<file path="config.mk">
export PLATFORM = sky130hd
export DESIGN_NAME = flash_range_guard
export DESIGN_NICKNAME = d
export VERILOG_FILES = /design/src/rtl/frg_pkg.sv /design/src/rtl/frg_regfile.sv /design/src/rtl/frg_match.sv /design/src/rtl/flash_range_guard.sv
export SDC_FILE = /design/constraint.sdc
export NUM_CORES = 1
export LEC_CHECK = 0
export BUFFER_PORTS_ARGS = -buffer_cell sky130_fd_sc_hd__buf_2
export CAP_MARGIN = 30
export CORE_MARGIN = 5
export CORE_UTILIZATION = 35
export DETAILED_ROUTE_END_ITERATION = 10
export PLACE_DENSITY = 0.58
export SLEW_MARGIN = 5
export SYNTH_ARGS = -nofsm -noshare
export SYNTH_HDL_FRONTEND = slang
export SYNTH_SLANG_ARGS = --single-unit
</file>
<file path="constraint.sdc">
create_clock -name clk -period 3.5 [get_ports clk]
set_input_delay 0.35 -clock clk [delete_from_list [all_inputs] [get_ports clk]]
set_output_delay 0.35 -clock clk [all_outputs]
set_load 0.01 [all_outputs]
</file>
<file path="src/rtl/frg_pkg.sv">
package frg_pkg;
   localparam int unsigned WORD_W   = 32;
   localparam int unsigned PAGE_SH  = 12;
   localparam int unsigned FIELD_W  = 14;
   localparam int unsigned BASE_LSB = 0;
   localparam int unsigned RP_BIT   = 15;
   localparam int unsigned LIM_LSB  = 16;
   localparam int unsigned WP_BIT   = 31;

   typedef struct packed {
      logic [FIELD_W-1:0] base;
      logic [FIELD_W-1:0] limit;
      logic               rd_prot;
      logic               wr_prot;
   } range_t;

   function automatic range_t unpack_range(input logic [WORD_W-1:0] w);
      range_t r;
      r.base    = w[BASE_LSB +: FIELD_W];
      r.limit   = w[LIM_LSB  +: FIELD_W];
      r.rd_prot = w[RP_BIT];
      r.wr_prot = w[WP_BIT];
      return r;
   endfunction
endpackage

</file>
<file path="src/rtl/frg_regfile.sv">
module frg_regfile #(
   parameter int unsigned NUM   = 6,
   parameter int unsigned IDX_W = 3
) (
   input  logic                              clk,
   input  logic                              rst_n,
   input  logic                              lock_i,
   input  logic                              we_i,
   input  logic [IDX_W-1:0]                  idx_i,
   input  logic [frg_pkg::WORD_W-1:0]        wdata_i,
   output logic [NUM-1:0][frg_pkg::WORD_W-1:0] regs_o
);
   import frg_pkg::*;

   logic wr_ok;
   assign wr_ok = we_i & ~lock_i;

   for (genvar g = 0; g < NUM; g++) begin : g_ent
      logic [WORD_W-1:0] word_q;
      always_ff @(posedge clk or negedge rst_n) begin
         if (!rst_n) begin
            word_q <= '0;
         end else if (wr_ok && idx_i == IDX_W'(g)) begin
            word_q <= wdata_i;
         end
      end
      assign regs_o[g] = word_q;
   end
endmodule

</file>
<file path="src/rtl/frg_match.sv">
module frg_match #(
   parameter int unsigned ADDR_W = 32
) (
   input  logic [frg_pkg::WORD_W-1:0] word_i,
   input  logic [ADDR_W:0]            first_i,
   input  logic [ADDR_W:0]            last_i,
   input  logic                       is_write_i,
   output logic                       hit_o
);
   import frg_pkg::*;

   localparam int unsigned SPAN_W = ADDR_W + 1;

   range_t            rng;
   logic [SPAN_W-1:0] lo_byte;
   logic [SPAN_W-1:0] hi_byte;
   logic              armed;
   logic              ordered;
   logic              unused_bits;

   assign rng         = unpack_range(word_i);
   assign unused_bits = ^{word_i[14], word_i[30]};
   assign lo_byte     = SPAN_W'(rng.base)  << PAGE_SH;
   assign hi_byte     = (SPAN_W'(rng.limit) << PAGE_SH) | SPAN_W'((1 << PAGE_SH) - 1);
   assign armed       = is_write_i ? rng.wr_prot : rng.rd_prot;
   assign ordered     = rng.base <= rng.limit;
   assign hit_o       = armed & ordered & (first_i <= hi_byte) & (last_i >= lo_byte);
endmodule

</file>
<file path="src/rtl/flash_range_guard.sv">
module flash_range_guard #(
   parameter int unsigned NUM_RANGES = 6,
   parameter int unsigned ADDR_W     = 32,
   parameter int unsigned LEN_W      = 17,
   parameter int unsigned IDX_W      = $clog2(NUM_RANGES)
) (
   input  logic              clk,
   input  logic              rst_n,
   input  logic              lock_i,
   input  logic              cfg_we_i,
   input  logic [IDX_W-1:0]  cfg_idx_i,
   input  logic [31:0]       cfg_wdata_i,
   output logic [31:0]       cfg_rdata_o,
   input  logic              chk_req_i,
   input  logic [ADDR_W-1:0] chk_addr_i,
   input  logic [LEN_W-1:0]  chk_len_i,
   input  logic              chk_write_i,
   output logic              err_valid_o,
   output logic              err_o
);
   import frg_pkg::*;

   localparam int unsigned SPAN_W = ADDR_W + 1;

   if (NUM_RANGES < 5 || NUM_RANGES > 6) begin : g_bad_num
      $error("NUM_RANGES must be 5 or 6");
   end
   if (ADDR_W < FIELD_W + PAGE_SH || ADDR_W > 48) begin : g_bad_addr
      $error("ADDR_W out of supported range");
   end
   if (LEN_W < 1 || LEN_W > ADDR_W) begin : g_bad_len
      $error("LEN_W out of supported range");
   end
   if ((1 << IDX_W) < NUM_RANGES) begin : g_bad_idx
      $error("IDX_W too narrow for NUM_RANGES");
   end

   logic [NUM_RANGES-1:0][WORD_W-1:0] regs;
   logic [NUM_RANGES-1:0]             hits;
   logic [SPAN_W-1:0]                 first_b;
   logic [SPAN_W-1:0]                 last_b;
   logic                              any_hit;
   logic                              vld_q;
   logic                              err_q;

   frg_regfile #(
      .NUM   (NUM_RANGES),
      .IDX_W (IDX_W)
   ) u_regs (
      .clk     (clk),
      .rst_n   (rst_n),
      .lock_i  (lock_i),
      .we_i    (cfg_we_i),
      .idx_i   (cfg_idx_i),
      .wdata_i (cfg_wdata_i),
      .regs_o  (regs)
   );

   assign first_b = SPAN_W'(chk_addr_i);
   assign last_b  = SPAN_W'(chk_addr_i) + SPAN_W'(chk_len_i);

   for (genvar g = 0; g < NUM_RANGES; g++) begin : g_cmp
      frg_match #(
         .ADDR_W (ADDR_W)
      ) u_match (
         .word_i     (regs[g]),
         .first_i    (first_b),
         .last_i     (last_b),
         .is_write_i (chk_write_i),
         .hit_o      (hits[g])
      );
   end

   assign any_hit = |hits;

   always_comb begin
      cfg_rdata_o = '0;
      for (int i = 0; i < NUM_RANGES; i++) begin
         if (cfg_idx_i == IDX_W'(i)) cfg_rdata_o = regs[i];
      end
   end

   always_ff @(posedge clk or negedge rst_n) begin
      if (!rst_n) begin
         vld_q <= 1'b0;
         err_q <= 1'b0;
      end else begin
         vld_q <= chk_req_i;
         err_q <= chk_req_i & any_hit;
      end
   end

   assign err_valid_o = vld_q;
   assign err_o       = err_q;
endmodule

</file>
==> impl.org <==
** STA
- Hold is met by 0.1670 ns.
- Headroom to the max-slew limit :: 48.48%
- Final Slew Violations :: 0
- At the pin with the least slew margin, the transition time is 0.7533 ns.
- The number of endpoints with negative hold slack in the final report was 0.
- Final setup violating endpoints :: 1
- Setup repair after global routing missed its margin :: true
- Clock skew on the completed layout was measured at 0.01317 ns.
- Portion of the clock cycle consumed by the worst path in the final layout :: 107.1%
- Max Clock Freq :: 266.9 MHz
- Worst-case setup margin in the final layout :: -0.2470 ns
- Final critical-path required period :: 3.747 ns

** Critical path
- The setup path with the least slack is of type in -> reg.
- Critical path capture point type :: register
- STA classifies the critical path startpoint as an input pin.
- STA puts the critical path data required time at 3.83 ns.
- Worst Path Max Fanout :: 4
- At the worst endpoint, the arrival time is 4.07 ns.

** Global routing
- Entering global routing, the biggest net connects 86 pins.
- The initial antenna violation count was 3.
- Overall global routing resource usage :: 24.96%
- First-pass GRT wire length :: 93,670 um
- The number of global-route vias before repair was 14,880.
- For this run the aggregate overflow at the end of global routing stands at 0.

** Clock network
- The tree built by TritonCTS fans out to 194 sinks.
- Buffers inserted during clock tree synthesis total 17.
- The later pin in the worst-skew pair is clocked with a latency of 0.47 ns.
- Root Buffer :: sky130_fd_sc_hd__clkbuf_16
- TritonCTS built the clock tree.
- Clock buffer depth :: 2
- Clock-pin slew reported for the worst setup and hold paths after clock tree synthesis :: 0.08 ns
- The H-tree generated during clock tree synthesis spans 4 levels.

** Outcome
- Result of the run :: complete, but fails checks
- The checks that failed: setup timing.

** Floorplan
- Measured along the x axis, the die boundary spans 224.2 um.
- Row generation in the floorplan step produced 78 rows.
- The region available for standard cell placement spans 45,380 um2.
- The die covers 50,270 um2.
- Initial core utilization :: 35.39%
- In this run the vertical extent of the chip is 224.2 um.
- Number of I/O pins :: 124

** Routing
- In the routed design, unresolved DRC markers number 0.
- Wires add up to 63,460 um.
- DR pass1 iterations :: 7
- Vias/cell :: 5.750
- Dividing the detail-routed wire length by the instance count gives 25.08 um.
- Initial DRC Count :: 1,158
- The count of nets left with antenna violations once routing finished came out at 0.
- For this block, the via count after detailed routing is 14,550.

** Synthesis
- Yosys printed 0 warnings.
- In the synthesized netlist the dominant register cell turns out to be sky130_fd_sc_hd__dfrtp_1.
- Top cells by area in the synthesized netlist :: sky130_fd_sc_hd__dfrtp_1 30%, sky130_fd_sc_hd__ha_1 21%, sky130_fd_sc_hd__mux2_2 12%, sky130_fd_sc_hd__inv_1 4.5%, sky130_fd_sc_hd__mux2i_1 3.9%
- Synthesis handed over a netlist of 1,666 instances.
- The share of synthesized area in the top cell type comes to 30.23%.
- For this run, asynchronously set or reset flops after synthesis account for 100.0%.
- The number of nets handed over by synthesis was 2,026.
- Yosys cell types :: 67
- By count the netlist is led by 269 x sky130_fd_sc_hd__ha_1, 194 x sky130_fd_sc_hd__dfrtp_1, 191 x sky130_fd_sc_hd__inv_1.
- The synthesized design contains 0 enable-type register cells.
- Of all cell types, the one taking the most synthesized area is sky130_fd_sc_hd__dfrtp_1.
- The share of the Yosys chip area taken by registers is 30.23%.
- After synthesis the netlist holds a flip-flop and latch count of 194.
- After synthesis the cells add up to 16,060 um2.
- A synthesized cell averages 9.640 um2.
- Most instantiated library cell after synthesis :: sky130_fd_sc_hd__ha_1

** Place
- OpenSTA, run right after detailed placement, puts the worst setup slack at -0.9639 ns.
- Total of buffers placed on input and output ports :: 123
- The congestion estimate from routability-driven global placement came to 0.9640.
- HPWL Detailed :: 51,110 um

** Finish
- The final layout contains 2,275 nets.
- Synth-to-layout area growth :: 20.29%
- The post-route netlist has 27.13% of its cells at a drive strength greater than 1.
- Filler cell count in the final layout :: 4,465

** Pwr
- IR analysis of the VDD net gives a maximum drop of 0.4018 mV.
- The clock network accounts for 20.1% of the total power.
- Combinational fraction of design power :: 45.6%
- For this design the total switching power over the nets is 0.004275 W.
- Lkg Pwr :: 9.400 nW
- For this design the ratio of total power to cell area is 524.0 nW/um2.
- Net switching share of the total power :: 42.24%
- Sequential cells burn 34.3% of the power.
- Internal Pwr Total :: 0.005847 W

** Hold path
- Worst min-delay path class :: in -> reg

** Flow run
- Count of maximum capacitance violations :: 0
==> kinds of logic after synthesis <==
kind of cell,count (synthesis),share of synthesized area [%]
adder cells (fa/ha/maj),270,21.08
flip-flops,194,30.23
XOR/XNOR,17,0.9271
AO/OA/AOI/OAI,359,14.51
multiplexers,235,16.56
AND/OR/NAND/NOR,348,11.02
buffers and inverters,243,5.679
==> per-layer routing <==
layer / global-route usage (%) / wire, um / vias up
li1: - / - / 6615
met1: 32.48 / 26640 / 7206
met2: 41.13 / 29620 / 608
met3: 4.751 / 4592 / 114
met4: 10.06 / 2585 / 4
met5: 0 / 27 / -
==> power groups by stage <==
stage,logic [W],registers (W),clock network [W]
2_1_floorplan,0.00282,0.00311,0
3_3_place_gp,0.00437,0.00347,0
3_5_place_dp,0.00446,0.00350,0
4_1_cts,0.00455,0.00345,0.00206
5_1_grt,0.00513,0.00352,0.00214
6_report,0.00462,0.00348,0.00203
==> what timing repair did <==
item / 4_1_cts / 5_1_grt
resized for setup: 21 / 8
endpoints found under the hold margin: 51 / 0
pin swaps: 32 / 10
hold buffers: 2 / 0
setup endpoints to repair: 1 / 1
buffers inserted: 10 / 2
gates cloned: 0 / 0
==> final timing paths <==
check | startpoint | endpoint | slack, ns | cells past startpoint
setup / recovery | chk_addr_i[2] | err_o | -0.25 | 19
hold reg to reg | u_regs.g_ent[4].word_q[30] | u_regs.g_ent[4].word_q[30] | 0.50 | 1
setup reg to reg | u_regs.g_ent[5].word_q[17] | err_o | 0.45 | 12
min in group asynchronous | rst_n | u_regs.g_ent[0].word_q[27] | 0.41 | 2
max in group asynchronous | rst_n | u_regs.g_ent[5].word_q[3] | 2.24 | 3
hold / removal | cfg_wdata_i[7] | u_regs.g_ent[5].word_q[7] | 0.17 | 3
==> critical path, cell delays in order <==
cell and delay [ns]:
sky130_fd_sc_hd__buf_2 0.11, sky130_fd_sc_hd__ha_1 0.30, sky130_fd_sc_hd__o211ai_1 0.33, sky130_fd_sc_hd__o21ai_2 0.14
sky130_fd_sc_hd__a211o_1 0.30, sky130_fd_sc_hd__buf_4 0.15, sky130_fd_sc_hd__a31o_2 0.23, sky130_fd_sc_hd__a21oi_2 0.18
sky130_fd_sc_hd__xnor2_2 0.17, sky130_fd_sc_hd__ha_4 0.24, sky130_fd_sc_hd__a21oi_1 0.13, sky130_fd_sc_hd__nand2_1 0.07
sky130_fd_sc_hd__a211o_1 0.34, sky130_fd_sc_hd__a21oi_2 0.13, sky130_fd_sc_hd__a21oi_1 0.09, sky130_fd_sc_hd__o311ai_1 0.33
sky130_fd_sc_hd__o2111ai_1 0.14, sky130_fd_sc_hd__o21ba_1 0.27, sky130_fd_sc_hd__a41oi_2 0.09
==> cell type report <==
type	count	area (um2)	share of cell area, %
diodes	2	5.005	0.02591
clock buffers	18	429.2	2.222
clock inverters	14	163.9	0.8484
inverters	191	716.9	3.711
multi-input cells	1229	10490	54.30
flip-flops and latches	194	4855	25.13
well taps	600	750.7	3.886
repair buffers	282	1908	9.877
==> sequential cells by signal, indices dropped and copies added, names as in the netlist <==
signal               flops
err_o                    1
err_valid_o              1
u_regs.g_ent.word_q    192
==> through the flow <==
stage	total power (W)	instances	setup TNS, ns	area, um2	util, %
2_1_floorplan	0.005938	1666	-0.4196	16100	-
3_3_place_gp	0.007837	2482	-0.9015	18460	40.68
3_5_place_dp	0.007959	2482	-0.9639	18460	40.68
4_1_cts	0.01006	2526	-0.1833	19250	42.42
5_1_grt	0.01079	2529	-0.4619	19320	42.56
6_report	0.01012	2530	-0.2470	19320	42.57
==> layout by cell type (no fill, tap or decap), types with 5 or more instances in the layout <==
| cell | count |
|---|---|
| sky130_fd_sc_hd__mux4_2 | 8 |
| sky130_fd_sc_hd__clkbuf_16 | 17 |
| sky130_fd_sc_hd__o211ai_1 | 15 |
| sky130_fd_sc_hd__inv_8 | 5 |
| sky130_fd_sc_hd__nand3b_1 | 5 |
| sky130_fd_sc_hd__buf_4 | 150 |
| sky130_fd_sc_hd__nor2_1 | 73 |
| sky130_fd_sc_hd__a211o_1 | 7 |
| sky130_fd_sc_hd__nand3_1 | 34 |
| sky130_fd_sc_hd__ha_1 | 265 |
| sky130_fd_sc_hd__and4_1 | 13 |
| sky130_fd_sc_hd__o21ai_1 | 5 |
| sky130_fd_sc_hd__nor3_1 | 13 |
| sky130_fd_sc_hd__inv_1 | 191 |
| sky130_fd_sc_hd__xnor2_1 | 8 |
| sky130_fd_sc_hd__buf_12 | 6 |
| sky130_fd_sc_hd__nand2_1 | 98 |
| sky130_fd_sc_hd__o22ai_1 | 13 |
| sky130_fd_sc_hd__dfrtp_1 | 194 |
| sky130_fd_sc_hd__nand2b_1 | 8 |
| sky130_fd_sc_hd__a21o_1 | 28 |
| sky130_fd_sc_hd__a211oi_1 | 18 |
| sky130_fd_sc_hd__mux2i_1 | 62 |
| sky130_fd_sc_hd__mux2_2 | 165 |
| sky130_fd_sc_hd__and3_1 | 13 |
| sky130_fd_sc_hd__o21ai_0 | 82 |
| sky130_fd_sc_hd__a21oi_1 | 88 |
| sky130_fd_sc_hd__a2111oi_0 | 7 |
| sky130_fd_sc_hd__nand4_1 | 41 |
| sky130_fd_sc_hd__o21a_1 | 13 |
| sky130_fd_sc_hd__nor2b_1 | 16 |
| sky130_fd_sc_hd__o221ai_1 | 29 |
| sky130_fd_sc_hd__a31oi_1 | 7 |
| sky130_fd_sc_hd__buf_2 | 121 |
| sky130_fd_sc_hd__nor4_1 | 6 |
(Power assumes the default switching activity.)
